File: config.mk
export PLATFORM = sky130hd
export DESIGN_NAME = keyscan_ctrl
export DESIGN_NICKNAME = d
export VERILOG_FILES = /design/src/rtl/keyscan_pkg.sv /design/src/rtl/keyscan_rowsync.sv /design/src/rtl/keyscan_seq.sv /design/src/rtl/keyscan_csr.sv /design/src/rtl/keyscan_ctrl.sv
export SDC_FILE = /design/constraint.sdc
export NUM_CORES = 1
export LEC_CHECK = 0
export ABC_CLOCK_PERIOD_IN_PS = 2500
export CORE_ASPECT_RATIO = 1.4
export CORE_MARGIN = 1.5
export CORE_UTILIZATION = 56
export DETAILED_ROUTE_END_ITERATION = 12
export PLACE_DENSITY = 0.84
export REMOVE_ABC_BUFFERS = 1
export SLEW_MARGIN = 20
export SYNTH_ARGS = -nofsm -noshare
export SYNTH_HDL_FRONTEND = slang
export SYNTH_SLANG_ARGS = --single-unit
export TNS_END_PERCENT = 5
File: constraint.sdc
create_clock -name clk -period 2.5 [get_ports clk]
set_clock_uncertainty 0.05 [all_clocks]
set_input_delay 0.25 -clock clk [delete_from_list [all_inputs] [get_ports clk]]
set_output_delay 0.25 -clock clk [all_outputs]
set_load 0.005 [all_outputs]
File: src/rtl/keyscan_pkg.sv
package keyscan_pkg;
    localparam int NUM_COLS = 3;
    localparam int NUM_ROWS = 5;
    localparam int CSR_W    = 10;

    // number of keys wired on a column (rows 0..n-1)
    function automatic int keys_in_col(input int c);
        return (c == 1) ? 2 : NUM_ROWS;
    endfunction

    // first code bit used by a column
    function automatic int col_base(input int c);
        int s = 0;
        for (int i = 0; i < c; i++) s += keys_in_col(i);
        return s;
    endfunction

    localparam int KEY_BITS = col_base(NUM_COLS);

    // control/status bit positions
    localparam int B_DEP_FLAG = 0;
    localparam int B_REL_FLAG = 1;
    localparam int B_DEP_CLR  = 2;
    localparam int B_REL_SET  = 3;
    localparam int B_DEP_EN   = 8;
    localparam int B_REL_EN   = 9;

    typedef enum logic [2:0] {
        S_IDLE,
        S_DISCHARGE,
        S_SETTLE,
        S_SAMPLE,
        S_FINISH
    } scan_state_e;
endpackage

File: src/rtl/keyscan_rowsync.sv
module keyscan_rowsync #(
    parameter int W = 5
) (
    input  logic         clk,
    input  logic         rst_n,
    input  logic [W-1:0] async_i,
    output logic [W-1:0] sync_o
);
    for (genvar i = 0; i < W; i++) begin : g_bit
        logic meta_q, sync_q;
        always_ff @(posedge clk or negedge rst_n) begin
            if (!rst_n) begin
                meta_q <= 1'b1;
                sync_q <= 1'b1;
            end else begin
                meta_q <= async_i[i];
                sync_q <= meta_q;
            end
        end
        assign sync_o[i] = sync_q;
    end
endmodule

File: src/rtl/keyscan_seq.sv
module keyscan_seq
    import keyscan_pkg::*;
#(
    parameter int DISCH_CYC  = 256,
    parameter int SETTLE_CYC = 256
) (
    input  logic                clk,
    input  logic                rst_n,
    input  logic [NUM_ROWS-1:0] row_sync,
    input  logic                irq,
    output logic [NUM_COLS-1:0] col_level,
    output logic                col_pushpull,
    output logic [KEY_BITS-1:0] code_q,
    output logic                scan_start,
    output logic                scan_end,
    output logic                arm_release,
    output logic                idle,
    output logic                scan_done
);
    localparam int MAXW = (DISCH_CYC > SETTLE_CYC) ? DISCH_CYC : SETTLE_CYC;
    localparam int CW   = $clog2(MAXW + 1);
    localparam int COLW = $clog2(NUM_COLS + 1);
    localparam logic [CW-1:0]   DISCH_LAST  = CW'(DISCH_CYC - 1);
    localparam logic [CW-1:0]   SETTLE_LAST = CW'(SETTLE_CYC - 1);
    localparam logic [COLW-1:0] COL_LAST    = COLW'(NUM_COLS - 1);

    scan_state_e state, state_nx;
    logic [CW-1:0]       cnt;
    logic [COLW-1:0]     col_idx;
    logic [KEY_BITS-1:0] acc, hit;

    // state register
    always_ff @(posedge clk or negedge rst_n) begin
        if (!rst_n) state <= S_IDLE;
        else        state <= state_nx;
    end

    // transitions
    always_comb begin
        state_nx = state;
        unique case (state)
            S_IDLE:      if (irq) state_nx = S_DISCHARGE;                 // T_START
            S_DISCHARGE: if (cnt == DISCH_LAST) state_nx = S_SETTLE;      // T_SETTLE
            S_SETTLE:    if (cnt == SETTLE_LAST) state_nx = S_SAMPLE;     // T_SAMPLE
            S_SAMPLE:    state_nx = (col_idx == COL_LAST) ? S_FINISH      // T_LAST_COL
                                                          : S_DISCHARGE;  // T_NEXT_COL
            S_FINISH:    state_nx = S_IDLE;                               // T_RETURN
            default:     state_nx = S_IDLE;
        endcase
    end

    // outputs
    always_comb begin
        col_level    = '0;
        col_pushpull = 1'b0;
        unique case (state)
            S_IDLE, S_FINISH: ;
            S_DISCHARGE: begin
                col_level    = '1;
                col_pushpull = 1'b1;
            end
            S_SETTLE, S_SAMPLE: col_level = ~(NUM_COLS'(1) << col_idx);
            default: ;
        endcase
    end

    assign scan_start  = (state == S_IDLE) && irq;
    assign scan_end    = (state == S_FINISH);
    assign idle        = (state == S_IDLE);
    assign arm_release = |code_q;

    // key positions hit in the current column
    always_comb begin
        hit = '0;
        for (int c = 0; c < NUM_COLS; c++)
            for (int r = 0; r < NUM_ROWS; r++)
                if (r < keys_in_col(c) && int'(col_idx) == c && !row_sync[r])
                    hit[col_base(c) + r] = 1'b1;
    end

    // datapath
    always_ff @(posedge clk or negedge rst_n) begin
        if (!rst_n) begin
            cnt       <= '0;
            col_idx   <= '0;
            acc       <= '0;
            code_q    <= '0;
            scan_done <= 1'b0;
        end else begin
            scan_done <= 1'b0;
            unique case (state)
                S_IDLE: begin
                    cnt     <= '0;
                    col_idx <= '0;
                    acc     <= '0;
                end
                S_DISCHARGE: cnt <= (cnt == DISCH_LAST) ? '0 : cnt + 1'b1;
                S_SETTLE:    cnt <= (cnt == SETTLE_LAST) ? '0 : cnt + 1'b1;
                S_SAMPLE: begin
                    acc <= acc | hit;
                    if (col_idx != COL_LAST) col_idx <= col_idx + 1'b1;
                end
                S_FINISH: begin
                    code_q    <= acc;
                    scan_done <= 1'b1;
                end
                default: ;
            endcase
        end
    end
endmodule

File: src/rtl/keyscan_csr.sv
module keyscan_csr
    import keyscan_pkg::*;
(
    input  logic                clk,
    input  logic                rst_n,
    input  logic [NUM_ROWS-1:0] row_sync,
    input  logic                idle,
    input  logic                scan_start,
    input  logic                scan_end,
    input  logic                arm_release,
    input  logic                csr_we,
    input  logic [CSR_W-1:0]    csr_wdata,
    output logic [CSR_W-1:0]    csr_rdata,
    output logic                irq
);
    localparam logic [2:0] CHAIN_PRESET = 3'b011;

    logic [2:0] dep_ch, rel_ch;
    logic dep_flag, rel_flag, dep_en, rel_en;
    logic any_low, all_high;
    logic unused_wbits;

    assign unused_wbits = ^csr_wdata[7:4];
    assign any_low  = idle && !(&row_sync);
    assign all_high = idle && (&row_sync);

    always_ff @(posedge clk or negedge rst_n) begin
        if (!rst_n) begin
            dep_ch   <= '0;
            rel_ch   <= CHAIN_PRESET;
            dep_flag <= 1'b0;
            rel_flag <= 1'b0;
            dep_en   <= 1'b1;
            rel_en   <= 1'b1;
        end else begin
            dep_ch <= {dep_ch[1:0], any_low};
            rel_ch <= {rel_ch[1:0], all_high};
            if (dep_ch[1] && !dep_ch[2]) dep_flag <= 1'b1;
            if (rel_ch[1] && !rel_ch[2]) rel_flag <= 1'b1;
            if (csr_we) begin
                if (csr_wdata[B_DEP_FLAG]) dep_flag <= 1'b0;
                if (csr_wdata[B_REL_FLAG]) rel_flag <= 1'b0;
                if (csr_wdata[B_DEP_CLR])  dep_ch   <= '0;
                if (csr_wdata[B_REL_SET])  rel_ch   <= CHAIN_PRESET;
                dep_en <= csr_wdata[B_DEP_EN];
                rel_en <= csr_wdata[B_REL_EN];
            end
            if (scan_start) begin
                dep_en <= 1'b0;
                rel_en <= 1'b0;
            end
            if (scan_end) begin
                dep_flag <= 1'b0;
                rel_flag <= 1'b0;
                dep_ch   <= '0;
                rel_ch   <= CHAIN_PRESET;
                dep_en   <= !arm_release;
                rel_en   <= arm_release;
            end
        end
    end

    always_comb begin
        csr_rdata             = '0;
        csr_rdata[B_DEP_FLAG] = dep_flag;
        csr_rdata[B_REL_FLAG] = rel_flag;
        csr_rdata[B_DEP_EN]   = dep_en;
        csr_rdata[B_REL_EN]   = rel_en;
    end

    assign irq = (dep_flag && dep_en) || (rel_flag && rel_en);
endmodule

File: src/rtl/keyscan_ctrl.sv
module keyscan_ctrl
    import keyscan_pkg::*;
#(
    parameter int DISCH_CYC  = 256,
    parameter int SETTLE_CYC = 256
) (
    input  logic                clk,
    input  logic                rst_n,
    input  logic [NUM_ROWS-1:0] row_n_i,
    input  logic                hold_i,
    input  logic                csr_we_i,
    input  logic [CSR_W-1:0]    csr_wdata_i,
    output logic [CSR_W-1:0]    csr_rdata_o,
    output logic [NUM_COLS-1:0] col_level_o,
    output logic                col_pushpull_o,
    output logic [KEY_BITS-1:0] key_code_o,
    output logic                scan_done_o,
    output logic                irq_o
);
    logic [NUM_ROWS-1:0] row_sync;
    logic [KEY_BITS-1:0] code_q;
    logic scan_start, scan_end, arm_release, idle;

    keyscan_rowsync #(.W(NUM_ROWS)) u_sync (
        .clk     (clk),
        .rst_n   (rst_n),
        .async_i (row_n_i),
        .sync_o  (row_sync)
    );

    keyscan_seq #(.DISCH_CYC(DISCH_CYC), .SETTLE_CYC(SETTLE_CYC)) u_seq (
        .clk          (clk),
        .rst_n        (rst_n),
        .row_sync     (row_sync),
        .irq          (irq_o),
        .col_level    (col_level_o),
        .col_pushpull (col_pushpull_o),
        .code_q       (code_q),
        .scan_start   (scan_start),
        .scan_end     (scan_end),
        .arm_release  (arm_release),
        .idle         (idle),
        .scan_done    (scan_done_o)
    );

    keyscan_csr u_csr (
        .clk         (clk),
        .rst_n       (rst_n),
        .row_sync    (row_sync),
        .idle        (idle),
        .scan_start  (scan_start),
        .scan_end    (scan_end),
        .arm_release (arm_release),
        .csr_we      (csr_we_i),
        .csr_wdata   (csr_wdata_i),
        .csr_rdata   (csr_rdata_o),
        .irq         (irq_o)
    );

    assign key_code_o = hold_i ? '0 : code_q;
endmodule

; ---- Yosys cells after proc, flatten, opt, wreduce, memory -nomap -nowiden
; Cells that the tools add are included.
[totals]
output_inout_bits = 28
elab_cells = 126
regBits = 59
input_bits = 19
[op_classes]
mux = 46
n_eq_ne = 13
bitwise = 2
n_reduce_logical = 40
n_shift = 1
addsub = 2
[op_table]
columns = op, count
row1 = $mux 3, 10
row2 = $mux 1, 28
row3 = $pmux 12 s2, 1
row4 = $logic_and 1x1->1, 19
row5 = $pmux 9 s2, 1
row6 = $mux 12, 1
row7 = $or 12x12->12, 1
row8 = $pmux 3 s4, 1
row9 = $reduce_or 12->1, 1
row10 = $add 9x1->9 const B, 1
row11 = $eq 9x8->1 const B, 1
row12 = $logic_not 1->1, 9
row13 = $mux 9, 1
row14 = $eq 2x2->1 const B, 3
row15 = $eq 3x2->1 const B, 2
row16 = $ne 2x1->1 const B, 3
row17 = $pmux 3 s2, 1
row18 = $reduce_and 5->1, 1
row19 = $ne 2x2->1 const B, 2
row20 = $pmux 2 s2, 1
row21 = $reduce_bool 2->1, 2
row22 = $reduce_or 2->1, 2
row23 = $eq 3x1->1 const B, 1
row24 = $eq 3x3->1 const B, 1
row25 = 10 further kinds, 10

; ---- Logic depth before layout (Yosys ltp)
[logic_depth]
ltp_word = 6
mapped_depth = 6
depth_no_buf = 5

; ---- Modules after synthesis
; Synthesis repeated with hierarchy kept, for this count alone.
[unflattened]
cells_unflattened = 240
hier_area_um2 = 2788.9
[modules_own_cells]
columns = mod, seq_area_each_um2, area_per_inst_um2, n_inst, cells_each
row1 = keyscan_seq, 975.9, 1860.5, 1, 166
row2 = keyscan_csr, 255.2, 501.7, 1, 46
row3 = keyscan_rowsync, 262.8, 300.3, 1, 15
row4 = keyscan_ctrl, 0.0, 126.4, 1, 13

; ---- Worst setup path before layout
; No wires, ideal clock.
[synth_path]
path_kind = register to register
from = register u_seq.cnt[0]
to = register u_seq.cnt[3]
setup_slack_ps = 913
arrival_ps = 1472
synth_period_minus_slack_ps = 1587
stages_incl_launch_ff = 6
path_buffers = 0
path_cell_list = dfrtp_1 ha_1 and4_1 a221oi_4 and3_1 a211o_1
[synth_between]
elab_chain_cells = 3
[synth_lines]
columns = element, line
row1 = "start, declared", keyscan_seq.sv:28  ; logic [CW-1:0] cnt;
row2 = "start signal, assigned", keyscan_seq.sv:97  ; S_DISCHARGE: cnt <= (cnt == DISCH_LAST) ? '0 : cnt + 1'b1;
row3 = "start signal, assigned", keyscan_seq.sv:98  ; S_SETTLE: cnt <= (cnt == SETTLE_LAST) ? '0 : cnt + 1'b1;
row4 = $add 9x1->9 / $eq 9x8->1 (equally long branches), "keyscan_seq.sv:97, keyscan_seq.sv:98"
row5 = $mux 9 (*), "keyscan_seq.sv:97, keyscan_seq.sv:98"
row6 = $pmux 9 s2 (*), keyscan_seq.sv:91  ; unique case (state)
; Mark *: on every way between the ends. The rest lies on a longest branch, timed or not.
; A chain may end at the register's enable or synchronous reset.

; ---- Worst setup path in the final report
[layout_path]
from = register u_seq.state[1]
to = output col_level_o[2]
[layout_between]
elab_chain_cells = 3
[layout_lines]
columns = element, line
row1 = "start, declared", keyscan_seq.sv:27  ; scan_state_e state, state_nx;
row2 = "start signal, assigned", keyscan_seq.sv:35  ; else state <= state_nx;
row3 = $eq 3x2->1, keyscan_seq.sv:56  ; unique case (state)
row4 = $reduce_or 2->1, keyscan_seq.sv:56
row5 = $pmux 3 s2 (*), keyscan_seq.sv:56
row6 = "end, declared", keyscan_ctrl.sv:14  ; output logic [NUM_COLS-1:0] col_level_o,
; Marked as above.

==> results by group <==
Outcome
  – Outcome: completed

Drt
  – Iter 0 DRT Violations: 103
  – DRC viols: 0
  – ANT nets after route: 0
  – Drt wl/cell: 14.0 µm
  – Drt pass-1 iters: 4
  – Vias/cell: 5.53
  – Post-Route WL: 5.09 mm
  – Via Count: 2012

Final layout
  – Layout cells sized above 1: 0.132
  – Final non-filler cell total: 364
  – ANT cells: 0
  – Layout Utilization: 0.724
  – Area taken by multi-input logic gates: 1090 µm²
  – Final nets: 320
  – Layout fillers: 329
  – Syn-to-layout area delta: 22.3%
  – Register area: 1490 µm²

Placement
  – Number of port buffers: 36
  – Detail Placement HPWL: 3.62 mm
  – Gpl congestion: 0.791
  – DP Cell Count: 347

Clock tree
  – Clk_lat worst skew: 0.33 ns
  – CTS buffer count: 9
  – Worst-path clk slew: 0.06 ns
  – Clock Sinks: 59
  – CTS H-Tree Depth: 3
  – Worst-case clock buffer depth: 2
  – TritonCTS clock tree: built
  – Root buf cell: clkbuf_8
  – CTS resizes: 0

Global route
  – GRT Overall Usage: 0.216
  – Global route overflow: 0
  – Largest net degree at the start of global routing: 40
  – Initial antenna violation count: 0
  – Vias in the first global route: 1921
  – First-pass GRT wire length: 8.38 mm

Die
  – Die Y: 85.2 µm
  – Die X: 61.7 µm
  – Initial core utilization: 0.592
  – Number of placed I/O pins: 47
  – Die Area: 5260 µm²
  – Core Box Area: 4570 µm²
  – Row cnt: 29

Critical path
  – Critical Path Sink Type: output pin
  – CP Data Arrival Time: 1.93 ns
  – Setup Crit Path Kind: flip-flop to output pin
  – Reg2reg setup slack: 0.74 ns
  – Startpoint types: flip-flop
  – Crit path max fanout: 17
  – Worst EP required: 2.20 ns

Synthesis
  – Synth cell types: 44
  – Count leader, synth: nand2_1
  – Synth top cells by count: nand2_1 (47), dfrtp_1 (45), a22o_1 (15), dfstp_2 (14), nor2b_1 (14)
  – Top post-synthesis cells by area: dfrtp_1 (42%), dfstp_2 (14%), nand2_1 (6.5%)
  – Ys flop type: dfrtp_1
  – Yosys reg bits: 59
  – Post-Syn Area per Cell: 10.4 µm²
  – Dominant cell type by area after synthesis: dfrtp_1
  – Gate Count Post-Synth: 260
  – Asr flop ratio synth: 1.00
  – Number of enable flip-flop cells after synthesis: 0
  – Area share of the largest cell type after synthesis: 0.416
  – Total of warnings raised by yosys: 0
  – Cell Area, Synth: 2710 µm²
  – Sequential area share after synthesis: 0.552

Timing
  – Fin. Hold Viols: 0
  – Relative slew slack: 0.448
  – Setup TNS: 0 ns
  – Fin crit share: 0.891
  – Unrepaired setup endpoints after global routing: false
  – Fmax achieved: 449 MHz
  – Slew @ Worst Pin: 0.829 ns
  – Final setup vio count: 0
  – Final hold slack: 0.276 ns
  – Final Critical Period: 2.23 ns
  – Final Max Tran Viols: 0

Power and ir drop
  – Net Sw Frac: 0.229
  – P_int: 1.76 mW
  – Comb power frac: 0.088
  – Total power: 2.28 mW
  – Leakage: 1.54 nW
  – Maximum VDD drop: 0.608 mV
  – Power share of the sequential group: 0.488
  – Switch Pwr: 0.522 mW
  – Power Dens Cells: 689 nW/µm²
  – Clk pwr share: 0.425

Hold path
  – Worst Hold Class: input pin to flip-flop

Flow run
  – MaxCap Viol Count: 0
==> worst max-delay path: stages (launching register included) <==
cell and delay [ns]:
dfrtp_1 0.70, nor2_2 0.13, nor3b_1 0.23, clkdlybuf4s50_1 0.53
==> final timing paths <==
check / start / to / depth (start not counted)
setup / recovery: u_seq.state[1] / col_level_o[2] / 3
hold / removal: row_n_i[1] / u_sync.g_bit[1].meta_q / 1
setup reg to reg: u_seq.cnt[0] / u_seq.cnt[3] / 5
hold reg to reg: u_sync.g_bit[4].meta_q / u_sync.g_bit[4].sync_q / 0
max in group asynchronous: rst_n / u_seq.acc[7] / 3
min in group asynchronous: rst_n / u_seq.state[0] / 2
==> routing by layer <==
layer	part of all wire	vias to the layer above	track usage
met1	0.40	980	0.241
met2	0.55	47	0.361
met3	0.035	13	0.0671
met5	0	-	0
met4	0.022	0	0.104
li1	-	972	-
==> power by group through the flow <==
stage | clock network (mW) | logic [mW] | registers [mW]
floorplan | 0 | 0.121 | 1.11
global placement | 0 | 0.192 | 1.12
detailed placement | 0 | 0.200 | 1.13
CTS | 0.980 | 0.203 | 1.11
global route | 1.03 | 0.225 | 1.12
finish | 0.968 | 0.200 | 1.11
==> placed cells by master (no fill, tap or decap), types with 2 or more instances in the layout <==
cell and n:
nand2_1 47, dfrtp_1 45, clkdlybuf4s50_1 35, a22o_1 15, nor2b_1 14, dfstp_2 14
o21bai_1 12, a21oi_1 11, clkbuf_8 11, nor2_1 9, inv_1 6, and3_1 6
conb_1 6, a21o_1 5, a31oi_1 4, a211oi_1 4, nand3_1 4, nor3_1 4
ha_1 4, buf_4 4, nand2b_1 3, nor4_1 3, o21a_1 3, o21ai_0 3
nor3b_1 2, nand2b_4 2, o22ai_1 2, o21ai_1 2, bufinv_16 2
==> through the flow <==
stage	area, µm²	setup slack [ns]
after global routing	3310	0.119
after detailed placement	3070	0.602
final	3310	0.272
after global placement	3070	0.633
after floorplan	2610	0.642
after CTS	3310	0.250
==> state kept, by name, indices dropped and copies added (netlist names) <==
name,cells
u_csr.rel_ch,3
u_csr.dep_en,1
u_sync.g_bit.sync_q,5
u_seq.cnt,9
u_csr.dep_flag,1
u_seq.state,3
u_seq.acc,12
u_seq.scan_done,1
u_csr.rel_en,1
u_csr.dep_ch,3
u_sync.g_bit.meta_q,5
u_csr.rel_flag,1
u_seq.code_q,12
u_seq.col_idx,2
==> area by class of cell <==
cell class | count | area share
Multi-Input combinational cell | 179 | 0.329
Inverter | 7 | 0.00794
Sequential cell | 59 | 0.452
Tap cell | 62 | 0.0234
Clock inverter | 4 | 0.0219
Timing Repair Buffer | 41 | 0.120
Clock buffer | 12 | 0.0469
==> kinds of logic (layout without fill, tap and decap cells) <==
logic type / after synthesis / count (layout) / share of synthesized area
simple gates: 101 / 101 / 0.187
xor+xnor: 1 / 1 / 0.00324
flops: 59 / 59 / 0.552
compound gates: 67 / 67 / 0.185
other cells: 1 / 6 / 0.00139
fa+ha+maj: 4 / 4 / 0.0185
buf+inv: 27 / 64 / 0.0527
==> repair_timing <==
item	in CTS	in global routing
hold buffers	1	0
buffers inserted	0	0
hold endpoints to repair	23	0
(Power assumes the default switching activity.)
